**config.mk**
```make
export PLATFORM = sky130hd
export DESIGN_NAME = nib_div_prog
export DESIGN_NICKNAME = d
export VERILOG_FILES = /design/src/rtl/nib_div_pkg.sv /design/src/rtl/nib_latch_bank.sv /design/src/rtl/ref_divider.sv /design/src/rtl/nib_div_prog.sv
export SDC_FILE = /design/constraint.sdc
export NUM_CORES = 1
export LEC_CHECK = 0
export BUFFER_PORTS_ARGS = -buffer_cell sky130_fd_sc_hd__buf_4
export CAP_MARGIN = 20
export CORE_UTILIZATION = 35
export DETAILED_ROUTE_END_ITERATION = 6
export PLACE_DENSITY_LB_ADDON = 0.15
export SLEW_MARGIN = 15
export SYNTH_ARGS = -nofsm -noshare
export SYNTH_HDL_FRONTEND = slang
export SYNTH_SLANG_ARGS = --single-unit
```
**constraint.sdc**
```tcl
create_clock -name clk_i -period 1.9 [get_ports clk_i]
set_input_delay 0.475 -clock clk_i [delete_from_list [all_inputs] [get_ports clk_i]]
set_output_delay 0.475 -clock clk_i [all_outputs]
set_load 0.005 [all_outputs]
```
**src/rtl/nib_div_pkg.sv**
```systemverilog
package nib_div_pkg;
  localparam int unsigned NIB_W  = 4;
  localparam int unsigned ADDR_W = 3;
  localparam int unsigned N_REGS = 1 << ADDR_W;
  localparam int unsigned A_W    = 7;
  localparam int unsigned N_W    = 10;
  localparam int unsigned R_W    = 12;
  localparam int unsigned R_MIN  = 3;

  typedef enum logic [ADDR_W-1:0] {
    SEL_A_LO  = 3'd0,
    SEL_A_HI  = 3'd1,
    SEL_N_LO  = 3'd2,
    SEL_N_MID = 3'd3,
    SEL_N_HI  = 3'd4,
    SEL_R_LO  = 3'd5,
    SEL_R_MID = 3'd6,
    SEL_R_HI  = 3'd7
  } nib_sel_e;

  // bits of each nibble that exist in the assembled value
  function automatic logic [NIB_W-1:0] nib_mask(input logic [ADDR_W-1:0] sel);
    case (nib_sel_e'(sel))
      SEL_A_HI: return 4'b0111;
      SEL_N_HI: return 4'b0011;
      default:  return 4'b1111;
    endcase
  endfunction
endpackage

```
**src/rtl/nib_latch_bank.sv**
```systemverilog
module nib_latch_bank
  import nib_div_pkg::*;
(
  input  logic              clk_i,
  input  logic              rst_ni,
  input  logic              strobe_i,
  input  logic [ADDR_W-1:0] addr_i,
  input  logic [NIB_W-1:0]  data_i,
  output logic [A_W-1:0]    a_div_o,
  output logic [N_W-1:0]    n_div_o,
  output logic [R_W-1:0]    r_div_o
);
  logic [N_REGS-1:0][NIB_W-1:0] lat_q;

  always_ff @(posedge clk_i or negedge rst_ni) begin
    if (!rst_ni) begin
      lat_q <= '0;
    end else if (strobe_i) begin
      for (int i = 0; i < N_REGS; i++) begin
        if (addr_i == ADDR_W'(i)) lat_q[i] <= data_i & nib_mask(ADDR_W'(i));
      end
    end
  end

  assign a_div_o = {lat_q[SEL_A_HI][2:0], lat_q[SEL_A_LO]};
  assign n_div_o = {lat_q[SEL_N_HI][1:0], lat_q[SEL_N_MID], lat_q[SEL_N_LO]};
  assign r_div_o = {lat_q[SEL_R_HI], lat_q[SEL_R_MID], lat_q[SEL_R_LO]};

  // idle strobe leaves every nibble untouched
  a_r7_hold_when_idle: assert property (@(posedge clk_i) disable iff (!rst_ni)
    !strobe_i |=> $stable(lat_q));
  // unused top bit of the A high nibble stays clear
  a_r3_a_hi_unused_zero: assert property (@(posedge clk_i) disable iff (!rst_ni)
    lat_q[SEL_A_HI][3] == 1'b0);
  // unused top bits of the N high nibble stay clear
  a_r5_n_hi_unused_zero: assert property (@(posedge clk_i) disable iff (!rst_ni)
    lat_q[SEL_N_HI][3:2] == 2'b00);
  // a write to the reference field leaves A and N alone
  a_r8_other_fields_kept: assert property (@(posedge clk_i) disable iff (!rst_ni)
    (strobe_i && addr_i >= 3'(SEL_R_LO)) |=> ($stable(a_div_o) && $stable(n_div_o)));
endmodule

```
**src/rtl/ref_divider.sv**
```systemverilog
module ref_divider
  import nib_div_pkg::*;
(
  input  logic           clk_i,
  input  logic           rst_ni,
  input  logic [R_W-1:0] r_div_i,
  output logic           fr_o
);
  logic [R_W-1:0] eff_r;
  logic [R_W-1:0] cnt_q;
  logic [R_W-1:0] period_q;
  logic           fr_q;
  logic           reload;

  assign eff_r  = (r_div_i < R_W'(R_MIN)) ? R_W'(R_MIN) : r_div_i;
  assign reload = (cnt_q <= R_W'(1));

  always_ff @(posedge clk_i or negedge rst_ni) begin
    if (!rst_ni) begin
      cnt_q    <= '0;
      period_q <= R_W'(R_MIN);
      fr_q     <= 1'b0;
    end else begin
      fr_q <= (cnt_q == R_W'(1));
      if (reload) begin
        cnt_q    <= eff_r;
        period_q <= eff_r;
      end else begin
        cnt_q <= cnt_q - R_W'(1);
      end
    end
  end

  assign fr_o = fr_q;

  // the captured period never falls below the minimum
  a_r10_period_min: assert property (@(posedge clk_i) disable iff (!rst_ni)
    period_q >= R_W'(R_MIN));
  // the pulse lasts exactly one cycle
  a_r9_single_pulse: assert property (@(posedge clk_i) disable iff (!rst_ni)
    fr_o |=> !fr_o);
  // the pulse coincides with a fresh reload of the counter
  a_r11_pulse_at_reload: assert property (@(posedge clk_i) disable iff (!rst_ni)
    fr_o |-> (cnt_q == period_q));
  // the period is only captured at a reload
  a_r11_period_stable: assert property (@(posedge clk_i) disable iff (!rst_ni)
    (cnt_q > R_W'(1)) |=> $stable(period_q));
endmodule

```
**src/rtl/nib_div_prog.sv**
```systemverilog
module nib_div_prog
  import nib_div_pkg::*;
(
  input  logic              clk_i,
  input  logic              rst_ni,
  input  logic              strobe_i,
  input  logic [ADDR_W-1:0] addr_i,
  input  logic [NIB_W-1:0]  data_i,
  output logic [A_W-1:0]    a_div_o,
  output logic [N_W-1:0]    n_div_o,
  output logic [R_W-1:0]    r_div_o,
  output logic              fr_o
);
  logic [R_W-1:0] r_val;

  nib_latch_bank u_bank (
    .clk_i    (clk_i),
    .rst_ni   (rst_ni),
    .strobe_i (strobe_i),
    .addr_i   (addr_i),
    .data_i   (data_i),
    .a_div_o  (a_div_o),
    .n_div_o  (n_div_o),
    .r_div_o  (r_val)
  );

  ref_divider u_rdiv (
    .clk_i   (clk_i),
    .rst_ni  (rst_ni),
    .r_div_i (r_val),
    .fr_o    (fr_o)
  );

  assign r_div_o = r_val;
endmodule

```
==> reports/metrics.yaml, run 1 <==
grt.total_usage_pct: 15.7
crit_buf_inv: 1
fmaxAchievable_mhz: 597
synth_nets: 157
synth_cells: 145
synth_edf_count: 0
crit_type: "flip-flop to flip-flop"
rrSetupSlack_ns: 0.22
grt_max_degree: 43
maxCapViolations: 0
start_kind: "flip-flop"
clock_sink_count: 42
antenna_left: 0
wl_per_cell_um: 15.1
finalCriticalPeriod_ns: 1.68
synth_area_leaders: "dfrtp_1 (55%), mux2_2 (17%), xor2_1 (2.7%)"
powerDensity_nw_per_um2: 1290
postCtsHoldBufs: 0
nets: 204
grt_setup_unrepaired: "no"
finalCritPeriodShare_pct: 88.2
async_flop_share_pct: 100
yosysWarnings: 0
clkSlewWorstSetupHoldPaths_ns: 0.07
die_area_sq_um: 5770
hold_violations: 0
antenna_found_initial: 0
cts_resized: 0
io_pins: 40
io_buffers: 39
synthMuxAreaShare_pct: 17.0
die_w_um: 76.0
clockBufferDepth: 2
gp_congestion: 0.732
cts-root-buf: "clkbuf_8"
die_h_um: 76.0
tns_ns: 0
drt-initial-drc-count: 32
outcome: "finished, final reports clean"
wl_um: 3950
postCtsSetupRepairBufs: 0
gr-total-overflow: 0
yosysUniqueCellTypes: 27
cts_tree: "done"
peakVddDrop_uv: 463
clk_latency_ns: 0.29
synth.largest_area_cell: "dfrtp_1"
min_path_type: "primary input to async pin"
tightestPinTransition_ns: 0.523
crit_required_ns: 2.08
core_area_sq_um: 5200
synth_seq_area_share_pct: 54.9
slowest_delay_ns: 0.44
slew_viol_final: 0
yosys.cell_count.top_type: "dfrtp_1"
areaGrowthSynthToFinish_pct: 25.7
postSynthAreaPerCell_sq_um: 13.2
synth_xor_area_share_pct: 4.11
synth_top_family_by_area: "multiplexers"
yosys-top-cells-count: "dfrtp_1 (42), mux2_2 (29), nand2_1 (13)"
dp_hpwl_um: 2960
critPathTopFamily: "simple AND/OR/NAND/NOR gates"
yosys.area.top_type_share_pct: 54.9
core.rowCount: 26
synthAdderAreaFrac_pct: 1.31
worstPathCellList: "inv_1 > ha_1 > o21ba_2 > and4_4 > nand2_1 > o22a_1"
first_global_vias: 1451
skew_ns: 0.00506
p_leak_uw: 0.00104
holdWs_ns: 0.160
synth_compound_area_share_pct: 5.42
drt_first_pass_iters: 4
syn_area_sq_um: 1920
relSlewSlack_pct: 65.1
drive_gt1_share_pct: 46.9
critPathSlowestCell: "dfrtp_1"
critPathArrivalTime_ns: 1.86
ys_ff_latch: 42
viasPerCell: 5.02
grt_pass1_wl_um: 7100
fill_cells: 506
cts_inserted_buffers: 5
cp_max_fo: 22
setup_viol: 0
ctsHtreeMaxLevel: 2
ys.flop_type: "dfrtp_1"
start_util_pct: 36.8
dr_total_vias: 1314
synth-simple-area-share_pct: 15.3
crit_path_end_kind: "flip-flop"
drc: 0
insertedDiodeCount: 0
## path summary, 6_finish.rpt
| check | from | to | cells past startpoint |
|---|---|---|---|
| hold / removal | rst_ni | u_rdiv.fr_o$_DFF_PN0_ | 1 |
| setup reg to reg | u_rdiv.cnt_q[0]$_DFF_PN0_ | u_rdiv.cnt_q[1]$_DFF_PN0_ | 6 |
| hold reg to reg | u_bank.n_div_o[4]$_DFFE_PN0P_ | u_bank.n_div_o[4]$_DFFE_PN0P_ | 1 |
| setup / recovery | u_rdiv.cnt_q[0]$_DFF_PN0_ | u_rdiv.cnt_q[1]$_DFF_PN0_ | 6 |
| max in group asynchronous | rst_ni | u_bank.n_div_o[3]$_DFFE_PN0P_ | 1 |
| min in group clk_i | data_i[3] | u_bank.r_div_o[3]$_DFFE_PN0P_ | 2 |
## cells by family after synthesis
group | count (synthesis)
xor gates and xnor gates | 9
adders and majority gates | 2
muxes | 29
and+or+nand+nor | 43
AOI/OAI and AO/OA | 14
buffers and inverters | 6
DFF | 42
## layer usage
layer | GRT usage (%) | vias to the layer above | wire length (um)
met5 | 0 | - | 0
met3 | 4.19 | 5 | 195
li1 | - | 617 | -
met1 | 18.4 | 664 | 1650
met2 | 27.5 | 28 | 2060
met4 | 5.77 | 0 | 43
## through the flow
step / setup slack, ns / utilization [%] / total power, uW / cell area, sq um / std cells
global placement: 0.276 / 44.1 / 2380 / 2300 / 255
detailed placement: 0.239 / 44.1 / 2430 / 2300 / 255
global route: 0.0693 / 46.3 / 3310 / 2410 / 262
floorplan: 0.333 / - / 1960 / 1920 / 145
CTS: 0.220 / 46.3 / 3160 / 2410 / 262
finish: 0.224 / 46.3 / 3100 / 2410 / 262
## layout by cell type (no fill, tap or decap)
master and n:
nand4_1 2, xor2_1 6, and4_4 1, nand2_1 13, o31a_1 1, bufinv_16 1, nor3_1 2, mux2_2 29
nor4_4 2, nand4b_1 4, nand2b_1 1, nor2b_1 1, o22a_1 2, a2bb2oi_2 1, o21ba_2 1, buf_4 42
nor4_1 2, clkbuf_8 6, o21ai_2 2, nor3b_2 3, inv_1 4, xnor2_1 3, nor3_2 1, ha_1 2
nor2_1 5, nand3_1 5, dfrtp_1 42, o21ai_0 7, nor3_4 1
## flip-flops by register name, summed over array words and instances, names as in the netlist
name	flops
u_bank.r_div_o	12
u_bank.a_div_o	7
u_rdiv.fr_o	1
u_rdiv.cnt_q	12
u_bank.n_div_o	10
## report_power, final
group | switching, uW | total [uW] | internal, uW
logic | 380 | 944 | 564
registers | 293 | 1450 | 1160
clock network | 286 | 706 | 420
## final cells by class
class | count | area, sq um | area share, %
multi-input cells | 97 | 827 | 34.3
clock buffers | 6 | 82.6 | 3.43
clock inverters | 1 | 30.0 | 1.25
well taps | 70 | 87.6 | 3.64
repair buffers | 42 | 315 | 13.1
flip-flops and latches | 42 | 1050 | 43.6
inverters | 4 | 15.0 | 0.623
No activity file was read; power rests on OpenSTA's default activity.
==> inputs of run 2 (changes only) <==
Settings changed: REMOVE_ABC_BUFFERS set to 1.
==> run 2 against run 1 <==
Combinational power shrank 2.3%. Register-to-register slack lost 0.08 ns. Sequential cell count is the same. Worst hold slack gained 0.0026 ns.
==> reports/metrics.yaml, run 2 (same netlist as run 1, synthesis figures left out) <==
outcome: "finished, final reports clean"  # unchanged
p_total_uw: 2940  # was 3100 uW
grt_setup_unrepaired: "no"  # unchanged
crit_required_ns: 2.08  # about the same
r2r_end: "u_rdiv.cnt_q[0]$_DFF_PN0_"  # was u_rdiv.cnt_q[1]$_DFF_PN0_
tns_ns: 0  # unchanged
postCtsHoldBufs: 0  # unchanged
insertedDiodeCount: 0  # unchanged
clkSlewWorstSetupHoldPaths_ns: 0.07  # about the same
io_buffers: 39  # unchanged
start_util_pct: 36.8  # unchanged
powerDensity_nw_per_um2: 1240  # was 1290 nW/um^2
wl_um: 4110  # was 3950 um
start_kind: "flip-flop"  # unchanged
antenna_left: 0  # unchanged
p_leak_uw: 0.00102  # was 0.00104 uW
r2r_cells: 6  # unchanged
viasPerCell: 4.97  # was 5.02
clockBufferDepth: 2  # unchanged
die_h_um: 76.0  # unchanged
fmaxAchievable_mhz: 568  # was 597 MHz
gp_congestion: 0.765  # was 0.732
dp_hpwl_um: 2980  # was 2960 um
io_pins: 40  # unchanged
gr-usage-met1_pct: 20.1  # was 18.4%
grt_use_met2_pct: 27.5  # about the same
maxCapViolations: 0  # unchanged
core_area_sq_um: 5200  # unchanged
cp_max_fo: 22  # unchanged
hold_violations: 0  # unchanged
crit_path_end_kind: "flip-flop"  # unchanged
drt_first_pass_iters: 4  # unchanged
grt_max_degree: 43  # unchanged
drive_gt1_share_pct: 46.3  # was 46.9%
grt-busiest-layer: "met2"  # unchanged
most-common-layout-cells: "dfrtp_1 (42), buf_4 (41), mux2_2 (29)"  # was buf_4 (42), dfrtp_1 (42), mux2_2 (29)
die_w_um: 76.0  # unchanged
cts_inserted_buffers: 5  # unchanged
dr_total_vias: 1293  # was 1314
setup_viol: 0  # unchanged
cts-root-buf: "clkbuf_8"  # unchanged
wl_per_cell_um: 15.8  # was 15.1 um
gr-total-overflow: 0  # unchanged
peakVddDrop_uv: 448  # was 463 uV
ctsHtreeMaxLevel: 2  # unchanged
cts_resized: 0  # unchanged
finalWorstSetupSlack_ns: 0.140  # was 0.224 ns
tightestPinTransition_ns: 0.539  # was 0.523 ns
die_area_sq_um: 5770  # unchanged
slew_viol_final: 0  # unchanged
multi_input_area_sq_um: 827  # unchanged
drc: 0  # unchanged
skew_ns: 0.00420  # was 0.00506 ns
relSlewSlack_pct: 64.1  # was 65.1%
rrSetupSlack_ns: 0.14  # was 0.22 ns
grt.total_usage_pct: 16.2  # was 15.7%
drt-initial-drc-count: 23  # was 32
first_global_vias: 1433  # was 1451
crit_type: "flip-flop to flip-flop"  # unchanged
fill_cells: 502  # was 506
clk_latency_ns: 0.29  # about the same
place_ws_ns: 0.138  # was 0.239 ns
cts_tree: "done"  # unchanged
finalCriticalPeriod_ns: 1.76  # was 1.68 ns
antenna_found_initial: 0  # unchanged
final_common_cell: "dfrtp_1"
critPathArrivalTime_ns: 1.94  # was 1.86 ns
rr_startpoint: "u_rdiv.cnt_q[0]$_DFF_PN0_"  # unchanged
regArea_sq_um: 1050  # unchanged
areaGrowthSynthToFinish_pct: 23.8  # was 25.7%
nets: 203  # was 204
finalCritPeriodShare_pct: 92.6  # was 88.2%
grt_pass1_wl_um: 7160  # was 7100 um
utilization_pct: 45.6  # was 46.3%
postCtsSetupRepairBufs: 0  # unchanged
clock_sink_count: 42  # unchanged
core.rowCount: 26  # unchanged
min_path_type: "primary input to async pin"  # unchanged
met3_usage_pct: 3.47  # was 4.19%
==> run 2: worst max path at each step <==
stage,startpoint,to,cells past startpoint
finish,u_rdiv.cnt_q[0]$_DFF_PN0_,u_rdiv.cnt_q[0]$_DFF_PN0_,6
global route,u_rdiv.cnt_q[0]$_DFF_PN0_,u_rdiv.cnt_q[0]$_DFF_PN0_,6
CTS,u_rdiv.cnt_q[0]$_DFF_PN0_,u_rdiv.cnt_q[0]$_DFF_PN0_,6
detailed placement,u_rdiv.cnt_q[0]$_DFF_PN0_,u_rdiv.cnt_q[0]$_DFF_PN0_,6
global placement,u_rdiv.cnt_q[0]$_DFF_PN0_,u_rdiv.cnt_q[0]$_DFF_PN0_,6
floorplan,u_rdiv.cnt_q[0]$_DFF_PN0_,u_rdiv.cnt_q[0]$_DFF_PN0_,6
==> run 2: layout make-up <==
type	instances	area share [%]
sequential	42	44.3
multi-input combinational	97	34.9
timing repair buffer	41	13.0
tap	70	3.69
inverter	4	0.633
clock buffer	6	3.48
==> run 2: routing by layer <==
metal	routed length (um)	up-vias
li1	-	608
met1	1760	645
met2	2100	34
met3	189	6
met4	66	0
met5	0	-
==> run 2: where the power goes <==
| part | switching (uW) | leakage, uW | internal [uW] |
|---|---|---|---|
| Clock | 272 | 0.0000431 | 280 |
| Combinational | 370 | 0.000467 | 552 |
| Sequential | 302 | 0.000507 | 1160 |
| Total | 944 | 0.00102 | 1990 |
==> run 2: through the flow <==
step                      std cells  instance area (sq um)  hold slack [ns]
after floorplan                 143                   1890            0.179
after global placement          254                   2290            0.488
after detailed placement        254                   2290            0.495
after CTS                       260                   2370            0.177
after global routing            260                   2370            0.180
final                           260                   2370            0.162
==> run 2: worst max-delay path, cell delays in order, from the launching register on <==
cell and delay [ns]:
dfrtp_1 0.44, inv_1 0.10, ha_1 0.28, o21ba_2 0.18, and4_4 0.38, nand2_1 0.10, o22a_1 0.18
